[src/rtl/osr_rx_pkg.sv]
package osr_rx_pkg;
  typedef enum logic [2:0] {
    FR_IDLE,
    FR_DATA,
    FR_SEP_HI,
    FR_SEP_LO,
    FR_HALT
  } frm_state_t;
endpackage

[src/rtl/osr_rx_voter.sv]
module osr_rx_voter #(
  parameter int VOTE_N = 5
) (
  input  logic clk,
  input  logic rst,
  input  logic samp_en,
  input  logic rxd,
  output logic voted
);
  localparam int CW = $clog2(VOTE_N + 1);

  logic [VOTE_N-1:0] win_q;
  logic [CW-1:0]     ones;

  always_ff @(posedge clk) begin
    if (rst) begin
      win_q <= '1;
    end else if (samp_en) begin
      win_q <= {win_q[VOTE_N-2:0], rxd};
    end
  end

  always_comb begin
    ones = '0;
    for (int i = 0; i < VOTE_N; i++) begin
      ones = ones + CW'(win_q[i]);
    end
  end

  assign voted = (ones > CW'(VOTE_N / 2));
endmodule

[src/rtl/osr_rx_bit_timer.sv]
module osr_rx_bit_timer #(
  parameter int OSR        = 8,
  parameter int STROBE_IDX = 4
) (
  input  logic clk,
  input  logic rst,
  input  logic samp_en,
  input  logic voted,
  output logic bit_stb,
  output logic bit_val
);
  localparam int CNT_W = (OSR > 1) ? $clog2(OSR) : 1;

  logic             prev_q;
  logic [CNT_W-1:0] cnt_q;
  logic [CNT_W-1:0] cnt_n;
  logic             fall;

  assign fall = prev_q & ~voted;

  always_comb begin
    if (fall) begin
      cnt_n = '0;
    end else if (cnt_q == CNT_W'(OSR - 1)) begin
      cnt_n = '0;
    end else begin
      cnt_n = cnt_q + 1'b1;
    end
  end

  always_ff @(posedge clk) begin
    if (rst) begin
      prev_q  <= 1'b1;
      cnt_q   <= '0;
      bit_stb <= 1'b0;
      bit_val <= 1'b1;
    end else if (samp_en) begin
      prev_q  <= voted;
      cnt_q   <= cnt_n;
      bit_stb <= (cnt_n == CNT_W'(STROBE_IDX));
      bit_val <= voted;
    end else begin
      bit_stb <= 1'b0;
    end
  end
endmodule

[src/rtl/osr_rx_framer.sv]
module osr_rx_framer
  import osr_rx_pkg::*;
#(
  parameter int BYTE_W = 8
) (
  input  logic              clk,
  input  logic              rst,
  input  logic              slot_start,
  input  logic              slot_end,
  input  logic              bit_stb,
  input  logic              bit_val,
  output logic [BYTE_W-1:0] byte_data,
  output logic              byte_we,
  output logic              frame_ok,
  output logic              frame_bad
);
  localparam int BC_W = $clog2(BYTE_W);

  frm_state_t        st_q;
  logic [BYTE_W-1:0] sh_q;
  logic [BC_W-1:0]   bcnt_q;
  logic              in_slot_q;
  logic              cod_err_q;
  logic              got_q;
  logic              busy;
  logic [BYTE_W-1:0] sh_n;

  assign busy = (st_q == FR_DATA) || (st_q == FR_SEP_HI) || (st_q == FR_SEP_LO);
  assign sh_n = {sh_q[BYTE_W-2:0], bit_val};

  always_ff @(posedge clk) begin
    if (rst) begin
      st_q      <= FR_IDLE;
      sh_q      <= '0;
      bcnt_q    <= '0;
      in_slot_q <= 1'b0;
      cod_err_q <= 1'b0;
      got_q     <= 1'b0;
      byte_data <= '0;
      byte_we   <= 1'b0;
      frame_ok  <= 1'b0;
      frame_bad <= 1'b0;
    end else begin
      byte_we   <= 1'b0;
      frame_ok  <= 1'b0;
      frame_bad <= 1'b0;
      if (slot_end) begin
        frame_ok  <= in_slot_q && got_q && !cod_err_q && !busy;
        frame_bad <= in_slot_q && (cod_err_q || busy);
        in_slot_q <= 1'b0;
        st_q      <= FR_IDLE;
      end else if (slot_start) begin
        in_slot_q <= 1'b1;
        cod_err_q <= 1'b0;
        got_q     <= 1'b0;
        st_q      <= FR_IDLE;
      end else if (in_slot_q && bit_stb) begin
        unique case (st_q)
          FR_IDLE: begin
            if (!bit_val) begin
              st_q   <= FR_DATA;
              bcnt_q <= '0;
            end
          end
          FR_DATA: begin
            sh_q <= sh_n;
            if (bcnt_q == BC_W'(BYTE_W - 1)) begin
              byte_data <= sh_n;
              byte_we   <= 1'b1;
              got_q     <= 1'b1;
              st_q      <= FR_SEP_HI;
            end else begin
              bcnt_q <= bcnt_q + 1'b1;
            end
          end
          FR_SEP_HI: begin
            if (bit_val) begin
              st_q <= FR_SEP_LO;
            end else begin
              cod_err_q <= 1'b1;
              st_q      <= FR_HALT;
            end
          end
          FR_SEP_LO: begin
            if (!bit_val) begin
              st_q   <= FR_DATA;
              bcnt_q <= '0;
            end else begin
              st_q <= FR_IDLE;
            end
          end
          default: st_q <= FR_HALT;
        endcase
      end
    end
  end
endmodule

[src/rtl/osr_rx_decoder.sv]
module osr_rx_decoder #(
  parameter int OSR        = 8,
  parameter int VOTE_N     = 5,
  parameter int STROBE_IDX = 4,
  parameter int BYTE_W     = 8
) (
  input  logic              clk,
  input  logic              rst,
  input  logic              samp_en,
  input  logic              rxd,
  input  logic              slot_start,
  input  logic              slot_end,
  output logic [BYTE_W-1:0] byte_data,
  output logic              byte_we,
  output logic              frame_ok,
  output logic              frame_bad
);
  logic voted;
  logic bit_stb;
  logic bit_val;

  osr_rx_voter #(.VOTE_N(VOTE_N)) u_voter (
    .clk     (clk),
    .rst     (rst),
    .samp_en (samp_en),
    .rxd     (rxd),
    .voted   (voted)
  );

  osr_rx_bit_timer #(.OSR(OSR), .STROBE_IDX(STROBE_IDX)) u_timer (
    .clk     (clk),
    .rst     (rst),
    .samp_en (samp_en),
    .voted   (voted),
    .bit_stb (bit_stb),
    .bit_val (bit_val)
  );

  osr_rx_framer #(.BYTE_W(BYTE_W)) u_framer (
    .clk        (clk),
    .rst        (rst),
    .slot_start (slot_start),
    .slot_end   (slot_end),
    .bit_stb    (bit_stb),
    .bit_val    (bit_val),
    .byte_data  (byte_data),
    .byte_we    (byte_we),
    .frame_ok   (frame_ok),
    .frame_bad  (frame_bad)
  );
endmodule

[config.mk]
export PLATFORM = sky130hd
export DESIGN_NAME = osr_rx_decoder
export DESIGN_NICKNAME = d
export VERILOG_FILES = /design/src/rtl/osr_rx_pkg.sv /design/src/rtl/osr_rx_voter.sv /design/src/rtl/osr_rx_bit_timer.sv /design/src/rtl/osr_rx_framer.sv /design/src/rtl/osr_rx_decoder.sv
export SDC_FILE = /design/constraint.sdc
export NUM_CORES = 1
export LEC_CHECK = 0
export BUFFER_PORTS_ARGS = -buffer_cell sky130_fd_sc_hd__buf_2
export CAP_MARGIN = 20
export CORE_ASPECT_RATIO = 1.75
export CORE_MARGIN = 8
export CORE_UTILIZATION = 40
export DETAILED_ROUTE_END_ITERATION = 16
export PLACE_DENSITY_LB_ADDON = 0.05
export SETUP_SLACK_MARGIN = 0.1
export SLEW_MARGIN = 15
export SYNTH_ARGS = -nofsm -noshare
export SYNTH_HDL_FRONTEND = slang
export SYNTH_SLANG_ARGS = --single-unit
[constraint.sdc]
create_clock -name clk -period 2.45 [get_ports clk]
set_input_delay 0.1225 -clock clk [delete_from_list [all_inputs] [get_ports clk]]
set_output_delay 0.1225 -clock clk [all_outputs]
set_load 0.005 [all_outputs]
==> flow_summary.json <==
{
  "synth_top_cell_by_area": "dfxtp_1",
  "drive_above_1_share": 0.225,
  "critPathKind": "reg2reg",
  "async_flop_share": 0,
  "critPathRequiredTime_ps": 2680,
  "grt_pass1_wl_mm": 5.67,
  "core_area_um2": 4070,
  "ys.flop_type": "dfxtp_1",
  "reg2reg_slack_ps": -30,
  "root_buffer": "clkbuf_8",
  "setup_ws_ps": -29.9,
  "post-place-cells": 222,
  "clock_latency_ps": 280,
  "dp_hpwl_mm": 2.37,
  "viasPerCell": 5.29,
  "start_util": 0.409,
  "die_h_um": 101,
  "drcViolationCount": 0,
  "antenna_found_initial": 0,
  "rr_worst_depth": 10,
  "vdd_drop_max_mv": 0.484,
  "htree_num_levels": 2,
  "wl_per_cell_um": 14.2,
  "tightest_slew_ps": 715,
  "first_pass_iters": 4,
  "yosysWarnings": 0,
  "io_pins": 17,
  "r2r_end": "u_timer.bit_stb$_SDFF_PP0_",
  "gpl.final_weighted_congestion": 0.769,
  "rows": 31,
  "syn_area_per_cell_um2": 9.98,
  "nets": 195,
  "grt_max_degree": 26,
  "drtIter0Drc": 19,
  "insertedDiodeCount": 0,
  "fin_worst_skew_ps": 3.81,
  "status": "finished with violations",
  "final_cell_mix": "35 x dfxtp_1, 23 x nand2_1, 18 x mux2i_1",
  "grt_pass1_vias": 1261,
  "tns_ps": -34.3,
  "clkSinkCount": 37,
  "hp-start": "rxd",
  "setup_violations": 3,
  "path_clk_slew_ps": 70,
  "yosysSeqAreaShare": 0.444,
  "min_to": "u_voter.win_q[0]$_SDFFE_PP1P_",
  "synth_edf_count": 0,
  "violations": "setup timing",
  "mostFrequentLayoutCell": "dfxtp_1",
  "worstPathArrival_ps": 2710,
  "syn-cell-area_um2": 1670,
  "slew-limit-headroom": 0.523,
  "maxCapViolations": 0,
  "hold_class": "in2reg",
  "vias": 1221,
  "fin_util": 0.473,
  "syn-num-nets": 181,
  "grtUsageTotal": 0.107,
  "startpoint_type": "register",
  "timing.rr.start": "u_voter.win_q[1]$_SDFFE_PP1P_",
  "min_period_ps": 2480,
  "finalWirelength_mm": 3.27,
  "fmax_mhz": 403,
  "cp_max_fo": 4,
  "power.leakage_nw": 0.864,
  "yosysTopAreaCellShare": 0.444,
  "area.growth.synth_to_final_pct": 15.6,
  "dieWidth_um": 64.8,
  "die_area_um2": 6570,
  "min_path_cells": 3,
  "fin_crit_sh": 1.01,
  "cp-end-kind": "register",
  "ys_seq_elements": 37,
  "synth_cell_type_count": 38,
  "grt.overflow.total": 0,
  "port_buffers": 16,
  "synthesis.instances": 167,
  "power_density_nw_per_um2": 666,
  "grt_setup_unrepaired": "true",
  "cts_tree": "built",
  "finalHoldViolations": 0,
  "ant_nets": 0,
  "maxSlewViolCount": 0,
  "cts_inserted_buffers": 5,
  "ys_top_cells_by_area": "dfxtp_1 44%, mux2i_1 11%, nand2_1 5.2%, ha_1 4.5%, inv_1 2.7%",
  "clockBufferDepth": 2,
  "stdcell_count": 231
}
layout make-up:
class | count | area, µm²
fillers | 420 | 2150
multi-input cells | 108 | 870
flip-flops and latches | 37 | 743
repair buffers | 17 | 87.6
clock buffers | 6 | 82.6
well taps | 49 | 61.3
inverters | 12 | 45.0
clock inverters | 2 | 37.5
worst max path at each step:
stage                                       endpoint  slack, ps                           from
after floorplan           u_timer.bit_stb$_SDFF_PP0_         50  u_voter.win_q[0]$_SDFFE_PP1P_
after global placement    u_timer.bit_stb$_SDFF_PP0_          5  u_voter.win_q[0]$_SDFFE_PP1P_
after detailed placement  u_timer.bit_stb$_SDFF_PP0_        -50  u_voter.win_q[0]$_SDFFE_PP1P_
after CTS                 u_timer.bit_stb$_SDFF_PP0_        -40  u_voter.win_q[1]$_SDFFE_PP1P_
after global routing      u_timer.bit_stb$_SDFF_PP0_       -120  u_voter.win_q[1]$_SDFFE_PP1P_
final                     u_timer.bit_stb$_SDFF_PP0_        -30  u_voter.win_q[1]$_SDFFE_PP1P_
critical path, cell delays in order (launching register included):
cell and delay [ps]:
dfxtp_2 340, ha_4 250, inv_2 30, fa_1 470
inv_1 40, ha_2 170, inv_2 50, fa_1 400
nand2b_4 160, a311oi_4 300, and3_1 200
registers in the layout (all words and copies together), names as in the netlist:
| signal | cells |
|---|---|
| u_timer.bit_val | 1 |
| u_framer.cod_err_q | 1 |
| u_framer.sh_q | 7 |
| u_framer.frame_bad | 1 |
| u_framer.frame_ok | 1 |
| u_framer.bcnt_q | 3 |
| u_framer.byte_data | 8 |
| u_framer.in_slot_q | 1 |
| u_voter.win_q | 5 |
| u_timer.bit_stb | 1 |
| u_framer.got_q | 1 |
| u_framer.st_q | 3 |
| u_timer.cnt_q | 3 |
| u_framer.byte_we | 1 |
cells in the mapped netlist, drive strengths merged, types with 2 or more instances:
master,count
o211ai,2
inv,12
o21ai,2
dfxtp,37
o21a,2
buf,7
a22o,3
o311ai,4
nand2b,3
a311oi,2
nor3,4
nand3b,2
mux2i,18
clkbuf,3
nand2,23
ha,6
or2,2
and3,2
fa,2
nand4,3
nor2,6
nor4,4
a21oi,6
power breakdown:
| part | switching (mW) | internal, mW | total (mW) |
|---|---|---|---|
| Combinational | 0.0605 | 0.0475 | 0.108 |
| Clock | 0.219 | 0.331 | 0.550 |
| Sequential | 0.0120 | 0.612 | 0.624 |
per-layer routing:
metal | global-route usage | share of wire | wire (µm)
met1 | 0.118 | 0.43 | 1410
met2 | 0.188 | 0.52 | 1690
met3 | 0.0332 | 0.039 | 129
met4 | 0.0405 | 0.013 | 42
met5 | 0 | 0 | 0
metrics by stage:
stage               setup slack, ps  total power, mW  instance area [µm²]  hold WS, ps
CTS                           -38.4             1.30                 1930         55.0
global route                   -116             1.33                 1930         56.3
global placement               4.53            0.735                 1790          348
floorplan                      47.5            0.718                 1700          251
finish                        -29.9             1.28                 1930         57.5
detailed placement            -51.3            0.740                 1790          354
logic make-up (layout without fill, tap and decap cells):
kind of cell | count (synthesis) | count (layout) | synth area share
adders and majority gates | 8 | 8 | 0.0691
buffers and inverters | 22 | 37 | 0.0578
xor gates and xnor gates | 1 | 1 | 0.00526
AOI/OAI and AO/OA | 25 | 25 | 0.107
muxes | 18 | 18 | 0.108
and+or+nand+nor | 56 | 56 | 0.209
DFF | 37 | 37 | 0.444
timing repair:
item | CTS | global route
hold buffers | 0 | 0
setup buffers | 1 | 0
pin swaps | 3 | 3
endpoints found under the setup margin | 4 | 5
resized for setup | 1 | 0
Power figures use the tool's default switching activity.
